$ cat config.mk
export PLATFORM = sky130hd
export DESIGN_NAME = i2c_reg_target
export DESIGN_NICKNAME = d
export VERILOG_FILES = /design/src/rtl/i2c_tgt_pkg.sv /design/src/rtl/i2c_tgt_dpath.sv /design/src/rtl/i2c_tgt_ctrl.sv /design/src/rtl/i2c_reg_target.sv
export SDC_FILE = /design/constraint.sdc
export NUM_CORES = 1
export LEC_CHECK = 0
export ABC_AREA = 0
export BUFFER_PORTS_ARGS = -buffer_cell sky130_fd_sc_hd__buf_4
export CAP_MARGIN = 20
export CELL_PAD_IN_SITES_DETAIL_PLACEMENT = 1
export CELL_PAD_IN_SITES_GLOBAL_PLACEMENT = 1
export CORE_MARGIN = 2
export CORE_UTILIZATION = 47
export CTS_BUF_LIST = sky130_fd_sc_hd__clkbuf_4 sky130_fd_sc_hd__clkbuf_8 sky130_fd_sc_hd__clkbuf_16
export DETAILED_ROUTE_END_ITERATION = 8
export PLACE_DENSITY = 0.89
export SLEW_MARGIN = 20
export SYNTH_ARGS = -nofsm -noshare
export SYNTH_HDL_FRONTEND = slang
export SYNTH_SLANG_ARGS = --single-unit
$ cat constraint.sdc
create_clock -name clk -period 3.8 [get_ports clk]
set_input_delay 0.57 -clock clk [delete_from_list [all_inputs] [get_ports clk]]
set_output_delay 0.57 -clock clk [all_outputs]
set_load 0.1 [all_outputs]
$ cat src/rtl/i2c_tgt_pkg.sv
package i2c_tgt_pkg;

  typedef enum logic [2:0] {
    ST_IDLE,
    ST_ADDR,
    ST_ADDR_ACK,
    ST_WR,
    ST_WR_ACK,
    ST_RD,
    ST_RD_ACK
  } tgtState_t;

  // Events seen by the datapath, reported to the control
  typedef struct packed {
    logic sclRise;
    logic sclFall;
    logic start;
    logic stop;
    logic byteDone;
    logic lastTxBit;
    logic addrHit;
    logic rwBit;
    logic sdaVal;
  } busEvt_t;

  // Strobes and levels from the control to the datapath
  typedef struct packed {
    logic shiftIn;
    logic shiftOut;
    logic clrCnt;
    logic loadRd;
    logic setPtr;
    logic wrReg;
    logic ackLow;
    logic txEn;
  } ctlStb_t;

endpackage

$ cat src/rtl/i2c_tgt_dpath.sv
module i2c_tgt_dpath
  import i2c_tgt_pkg::*;
#(
  parameter logic [6:0] TGT_ADDR    = 7'b1001000,
  parameter int         NUM_REGS    = 16,
  parameter int         SYNC_STAGES = 2
) (
  input  logic       clk,
  input  logic       rstN,
  input  logic       sclIn,
  input  logic       sdaIn,
  input  ctlStb_t    stb,
  output busEvt_t    evt,
  output logic       sdaPullLow,
  output logic [7:0] regAddr,
  output logic [7:0] regWrData,
  output logic       regWrEn,
  output logic       regRdStb,
  input  logic [7:0] regRdData
);

  localparam int          CNT_W     = 4;
  localparam logic [8:0]  MAP_LIMIT = 9'(NUM_REGS);

  logic [SYNC_STAGES-1:0] sclSync, sdaSync;
  logic                   sclS, sdaS, sclD, sdaD;
  logic [CNT_W-1:0]       bitCnt;
  logic [7:0]             rxByte, txByte, ptr;
  logic                   ptrMapped;

  // Input synchronizers, idle-high reset
  always_ff @(posedge clk or negedge rstN) begin
    if (!rstN) begin
      sclSync <= '1;
      sdaSync <= '1;
      sclD    <= 1'b1;
      sdaD    <= 1'b1;
    end else begin
      sclSync <= {sclSync[SYNC_STAGES-2:0], sclIn};
      sdaSync <= {sdaSync[SYNC_STAGES-2:0], sdaIn};
      sclD    <= sclS;
      sdaD    <= sdaS;
    end
  end

  assign sclS = sclSync[SYNC_STAGES-1];
  assign sdaS = sdaSync[SYNC_STAGES-1];

  assign ptrMapped = {1'b0, ptr} < MAP_LIMIT;

  always_comb begin
    evt.sclRise   = sclS & ~sclD;
    evt.sclFall   = ~sclS & sclD;
    evt.start     = sclS & sclD & sdaD & ~sdaS;
    evt.stop      = sclS & sclD & ~sdaD & sdaS;
    evt.byteDone  = (bitCnt == CNT_W'(8));
    evt.lastTxBit = (bitCnt == CNT_W'(7));
    evt.addrHit   = (rxByte[7:1] == TGT_ADDR);
    evt.rwBit     = rxByte[0];
    evt.sdaVal    = sdaS;
  end

  always_ff @(posedge clk or negedge rstN) begin
    if (!rstN) begin
      bitCnt <= '0;
      rxByte <= '0;
      txByte <= '0;
      ptr    <= '0;
    end else begin
      if (stb.clrCnt)                       bitCnt <= '0;
      else if (stb.shiftIn || stb.shiftOut) bitCnt <= bitCnt + CNT_W'(1);

      if (stb.shiftIn) rxByte <= {rxByte[6:0], sdaS};

      if (stb.loadRd)        txByte <= ptrMapped ? regRdData : 8'h00;
      else if (stb.shiftOut) txByte <= {txByte[6:0], 1'b0};

      if (stb.setPtr)                   ptr <= rxByte;
      else if (stb.wrReg || stb.loadRd) ptr <= ptr + 8'd1;
    end
  end

  assign regAddr    = ptr;
  assign regWrData  = rxByte;
  assign regWrEn    = stb.wrReg & ptrMapped;
  assign regRdStb   = stb.loadRd & ptrMapped;
  assign sdaPullLow = stb.ackLow | (stb.txEn & ~txByte[7]);

  // the pull-down holds across an SCL high phase
  p_sda_steady_scl_high_r3: assert property (@(posedge clk) disable iff (!rstN)
    (sclS && $past(sclS) && !$past(evt.start) && !$past(evt.stop)) |-> $stable(sdaPullLow));

  // a STOP or START always frees the data line
  p_release_on_cond_r9: assert property (@(posedge clk) disable iff (!rstN)
    (evt.stop || evt.start) |=> !sdaPullLow);

  // bit counter never passes a full byte
  p_cnt_bound_r9: assert property (@(posedge clk) disable iff (!rstN)
    bitCnt <= CNT_W'(8));

  // strobes are exclusive
  p_strobe_excl_r8: assert property (@(posedge clk) disable iff (!rstN)
    $onehot0({regWrEn, regRdStb}));

  // a read strobe advances the pointer by one
  p_rd_advance_r8: assert property (@(posedge clk) disable iff (!rstN)
    regRdStb |=> regAddr == $past(regAddr) + 8'd1);

  // a write strobe advances the pointer by one
  p_wr_advance_r4: assert property (@(posedge clk) disable iff (!rstN)
    regWrEn |=> regAddr == $past(regAddr) + 8'd1);

endmodule

$ cat src/rtl/i2c_tgt_ctrl.sv
module i2c_tgt_ctrl
  import i2c_tgt_pkg::*;
(
  input  logic    clk,
  input  logic    rstN,
  input  busEvt_t evt,
  output ctlStb_t stb
);

  tgtState_t state, stateNext;
  logic      ptrPhase, ptrPhaseNext;
  logic      nackSeen, nackNext;

  always_ff @(posedge clk or negedge rstN) begin
    if (!rstN) begin
      state    <= ST_IDLE;
      ptrPhase <= 1'b0;
      nackSeen <= 1'b0;
    end else begin
      state    <= stateNext;
      ptrPhase <= ptrPhaseNext;
      nackSeen <= nackNext;
    end
  end

  always_comb begin
    stateNext    = state;
    ptrPhaseNext = ptrPhase;
    nackNext     = nackSeen;
    stb          = '0;
    stb.ackLow   = (state == ST_ADDR_ACK) || (state == ST_WR_ACK);
    stb.txEn     = (state == ST_RD);

    if (evt.stop) begin
      stateNext  = ST_IDLE;
      stb.clrCnt = 1'b1;
    end else if (evt.start) begin
      stateNext  = ST_ADDR;
      stb.clrCnt = 1'b1;
    end else begin
      unique case (state)
        ST_ADDR: begin
          if (evt.sclRise && !evt.byteDone) begin
            stb.shiftIn = 1'b1;
          end else if (evt.sclFall && evt.byteDone) begin
            stb.clrCnt = 1'b1;
            stateNext  = evt.addrHit ? ST_ADDR_ACK : ST_IDLE;
          end
        end
        ST_ADDR_ACK: begin
          if (evt.sclFall) begin
            stb.clrCnt = 1'b1;
            if (evt.rwBit) begin
              stateNext  = ST_RD;
              stb.loadRd = 1'b1;
            end else begin
              stateNext    = ST_WR;
              ptrPhaseNext = 1'b1;
            end
          end
        end
        ST_WR: begin
          if (evt.sclRise && !evt.byteDone) begin
            stb.shiftIn = 1'b1;
          end else if (evt.sclFall && evt.byteDone) begin
            stb.clrCnt = 1'b1;
            stateNext  = ST_WR_ACK;
            if (ptrPhase) begin
              stb.setPtr   = 1'b1;
              ptrPhaseNext = 1'b0;
            end else begin
              stb.wrReg = 1'b1;
            end
          end
        end
        ST_WR_ACK: begin
          if (evt.sclFall) stateNext = ST_WR;
        end
        ST_RD: begin
          if (evt.sclFall) begin
            if (evt.lastTxBit) begin
              stateNext  = ST_RD_ACK;
              stb.clrCnt = 1'b1;
            end else begin
              stb.shiftOut = 1'b1;
            end
          end
        end
        ST_RD_ACK: begin
          if (evt.sclRise) begin
            nackNext = evt.sdaVal;
          end else if (evt.sclFall) begin
            if (nackSeen) begin
              stateNext = ST_IDLE;
            end else begin
              stateNext  = ST_RD;
              stb.loadRd = 1'b1;
            end
          end
        end
        default: ;
      endcase
    end
  end

  // the address acknowledge is entered only on a matching address byte
  p_ack_needs_hit_r1: assert property (@(posedge clk) disable iff (!rstN)
    (state == ST_ADDR_ACK && $past(state) == ST_ADDR) |-> $past(evt.addrHit));

  // leaving the read-acknowledge slot for idle needs a latched NACK or a bus condition
  p_nack_idle_r6: assert property (@(posedge clk) disable iff (!rstN)
    ($past(state) == ST_RD_ACK && state == ST_IDLE) |-> ($past(nackSeen) || $past(evt.stop)));

endmodule

$ cat src/rtl/i2c_reg_target.sv
module i2c_reg_target
  import i2c_tgt_pkg::*;
#(
  parameter logic [6:0] TGT_ADDR    = 7'b1001000,
  parameter int         NUM_REGS    = 16,
  parameter int         SYNC_STAGES = 2
) (
  input  logic       clk,
  input  logic       rstN,
  input  logic       sclIn,
  input  logic       sdaIn,
  output logic       sdaPullLow,
  output logic [7:0] regAddr,
  output logic [7:0] regWrData,
  output logic       regWrEn,
  output logic       regRdStb,
  input  logic [7:0] regRdData
);

  busEvt_t evt;
  ctlStb_t stb;

  i2c_tgt_ctrl uCtrl (
    .clk  (clk),
    .rstN (rstN),
    .evt  (evt),
    .stb  (stb)
  );

  i2c_tgt_dpath #(
    .TGT_ADDR    (TGT_ADDR),
    .NUM_REGS    (NUM_REGS),
    .SYNC_STAGES (SYNC_STAGES)
  ) uDpath (
    .clk        (clk),
    .rstN       (rstN),
    .sclIn      (sclIn),
    .sdaIn      (sdaIn),
    .stb        (stb),
    .evt        (evt),
    .sdaPullLow (sdaPullLow),
    .regAddr    (regAddr),
    .regWrData  (regWrData),
    .regWrEn    (regWrEn),
    .regRdStb   (regRdStb),
    .regRdData  (regRdData)
  );

endmodule

==> run_results.csv <==
group,metric,value,unit
logic_synthesis,yosys-top-cells-area,"dfrtp_1, dfstp_2, mux2_2, a21oi_1, nand3_1",
critical_path,worstPathRequired,3.23,ns
placed_design,hpwl,3.498,mm
die,start_util,48.35,%
route,detail-route-antenna-nets,0,
route,drc,0,
cts,cts_buffers,5,
timing,period_minus_slack,2.949,ns
die,core,4324,µm²
timing,finClkSkew,0.006647,ns
global_routing,grt_pass1_wl,8.576,mm
critical_path,crit_type,"reg2out",
global_routing,grt_max_degree,40,
placed_design,place_area,2313,µm²
timing,finalCritPeriodShare,77.60,%
timing,slew_headroom,37.11,%
cts,cts_tree,"done",
cts,clockBufferDepth,2,
layout,antenna_cells,0,
power_and_ir_drop,p_sw_share,42.01,%
timing,fmax,339.1,MHz
power_and_ir_drop,pwr-share-clk,23.4,%
logic_synthesis,synth_top_area_cell,"dfrtp_1",
route,vias,1673,
timing,tightest_slew,0.9433,ns
critical_path,slowest_delay,0.56,ns
power_and_ir_drop,combinationalPowerShare,32.8,%
route,drt_wl_total,4.952,mm
timing,rsz0062_at_grt,"no",
timing,final_hold_viol_count,0,
logic_synthesis,synth-async-reset-ratio,100.0,%
power_and_ir_drop,ir_drop,429.1,µV
route,avgRoutedWirePerCell,17.19,µm
min_path,hp-class,"in2async",
critical_path,critPathTopFamily,"simple AND/OR/NAND/NOR gates",
cts,htree_levels,2,
die,die_x,70.70,µm
route,viasPerCell,5.809,
cts,cts-root-buf,"clkbuf_8",
critical_path,cp-end-kind,"output port",
power_and_ir_drop,seq_power_share,43.8,%
flow_run,cap_violations,0,
logic_synthesis,synth_nets,223,
critical_path,arrival,2.38,ns
die,ios,31,
critical_path,start_kind,"flip-flop",
die,die_height,70.70,µm
cts,clk_latency,0.29,ns
cts,postCtsSetupBuffers,0,
layout,syn2layout_area_growth,14.90,%
logic_synthesis,syn_avg_cell_area,10.05,µm²
logic_synthesis,syn_inst,208,
global_routing,grt_overflow_total,0,
placed_design,port_buffers,30,
timing,setup_viol,0,
route,dr.pass1.iters,4,
cts,clk_pin_slew_worst_paths,0.08,ns
die,dieArea,4998,µm²
global_routing,antenna_found_initial,0,
layout,drive_above_1_share,27.97,%
logic_synthesis,synth_top_area_share,39.50,%
logic_synthesis,yosysSeqAreaShare,47.04,%
route,dr.first_iter.drc_count,81,
layout,fin_util,55.56,%
run_status,status,"finished clean",
layout,nets,250,
logic_synthesis,synth_edf_count,0,
critical_path,r2r_slack,1.45,ns
global_routing,grt_pass1_vias,1787,
cts,post_cts_resized,0,
layout,num-fill-cells,489,
timing,drv_slew,0,
critical_path,path_buf_inv,1,
cts,clock_sinks,39,
logic_synthesis,synth_area,2091,µm²
critical_path,cp_slowest_cell,"dfrtp_1",
power_and_ir_drop,p_leak,1.159,nW
placed_design,gp_congestion,0.8852,
logic_synthesis,yosysWarnings,0,
logic_synthesis,synth-main-ff-cell,"dfrtp_1",
logic_synthesis,ys_ff_latch,39,
die,rows,24,
global_routing,track_usage,22.00,%
power_and_ir_drop,power_density,504.5,nW/µm²
timing,fin_tns_setup,0,ns
layout,fin_area,2402,µm²
critical_path,crit_fanout,12,
critical_path,cp_cell_sequence,"nor2b_1, nand4b_1, nor2_4, buf_4",
logic_synthesis,ys_types,52,
power_and_ir_drop,p_int,0.7028,mW
cts,postCtsHoldBufs,0,
power_and_ir_drop,p_switching,0.5092,mW
power_and_ir_drop,total_power,1.212,mW
## registers in the layout, summed over array words and instances, names as in the netlist, 2 cells and up
signal and flops:
uDpath.sclSync 2, uCtrl.state 3, uDpath.regAddr 8, uDpath.bitCnt 4, uDpath.txByte 8, uDpath.sdaSync 2
uDpath.regWrData 8
## synthesized netlist by cell type (2+ instances only)
master    number
a21o_1         3
a21oi_1       19
a21oi_2        2
a22oi_1        8
and2_1         2
and2b_1        2
and3_1         7
buf_2          4
buf_4          3
dfrtp_1       33
dfstp_2        6
ha_1           3
inv_1          4
mux2_2         9
mux2i_1        3
nand2_1       11
nand2_2        2
nand3_1       15
nand3b_1       3
nand4_1        2
nand4b_1       2
nor2_1        19
nor2b_1        4
nor3_1         4
o211ai_1       2
o21ai_0        5
o21ai_1        2
o21ai_2        2
xnor2_1        4
## kinds of logic (layout without fill, tap and decap cells)
family | after synthesis | count (layout) | share of synthesized area, %
adders and majority gates | 3 | 3 | 1.796
buffers and inverters | 14 | 42 | 4.188
and+or+nand+nor | 84 | 84 | 22.98
muxes | 12 | 12 | 6.284
xor gates and xnor gates | 5 | 5 | 2.094
DFF | 39 | 39 | 47.04
AOI/OAI and AO/OA | 51 | 51 | 15.62
## layer usage
metal / global-route usage, % / wire length [µm] / part of all wire, %
met5: 0 / 0 / 0
met2: 36.45 / 2435 / 49
met4: 8.595 / 113 / 2.3
met3: 5.128 / 198 / 4.0
met1: 27.99 / 2204 / 45
## final cells by class
class / count / area, µm² / share of cell area [%]
Clock buffer: 7 / 83.83 / 3.490
Inverter: 4 / 15.01 / 0.6250
Sequential cell: 39 / 983.4 / 40.94
Timing Repair Buffer: 30 / 225.2 / 9.375
Tap cell: 52 / 65.06 / 2.708
Multi-Input combinational cell: 155 / 1025 / 42.66
Clock inverter: 1 / 5.005 / 0.2083
## layout by cell type, fill, tap and decap left out, types with 6 or more instances in the layout
master    n
a22oi_1   8
dfrtp_1  33
nand3_1  15
buf_4    30
dfstp_2   6
nand2_1  11
and3_1    7
a21oi_1  19
mux2_2    9
nor2_1   19
## worst register-to-register path: stages (launching register included)
cell and delay [ns]:
dfrtp_1 0.56, nor2b_1 0.34, nand4b_1 0.48, nand2_1 0.57, and3_1 0.26, nor3_2 0.05
## worst paths after layout
| kind | cells after the start | end | start |
|---|---|---|---|
| min reg2reg | 0 | uDpath.sclSync[1]$_DFF_PN1_ | uDpath.sclSync[0]$_DFF_PN1_ |
| max | 4 | regRdStb | uCtrl.state[1]$_DFFE_PN0P_ |
| max in group asynchronous | 1 | uDpath.sclD$_DFF_PN1_ | rstN |
| max reg2reg | 5 | uDpath.regAddr[0]$_DFFE_PN0P_ | uCtrl.state[1]$_DFFE_PN0P_ |
| min in group clk | 0 | uDpath.sclSync[1]$_DFF_PN1_ | uDpath.sclSync[0]$_DFF_PN1_ |
| min | 1 | uDpath.regAddr[6]$_DFFE_PN0P_ | rstN |
## power by group through the flow
stage / clock [mW] / combinational (mW) / sequential (mW)
floorplan: 0 / 0.123 / 0.709
global placement: 0 / 0.391 / 0.530
detailed placement: 0 / 0.399 / 0.535
CTS: 0.295 / 0.401 / 0.530
global route: 0.312 / 0.416 / 0.540
finish: 0.284 / 0.397 / 0.531
## through the flow
step | hold WS, ns | std cells | setup slack (ns)
after floorplan | 0.2744 | 208 | 0.5636
after global placement | 0.3457 | 280 | 1.303
after detailed placement | 0.3470 | 280 | 1.167
after CTS | 0.2441 | 288 | 0.8505
after global routing | 0.2671 | 288 | 0.6039
final | 0.2369 | 288 | 0.8511
Note: power is estimated with default switching activity, not from simulation.
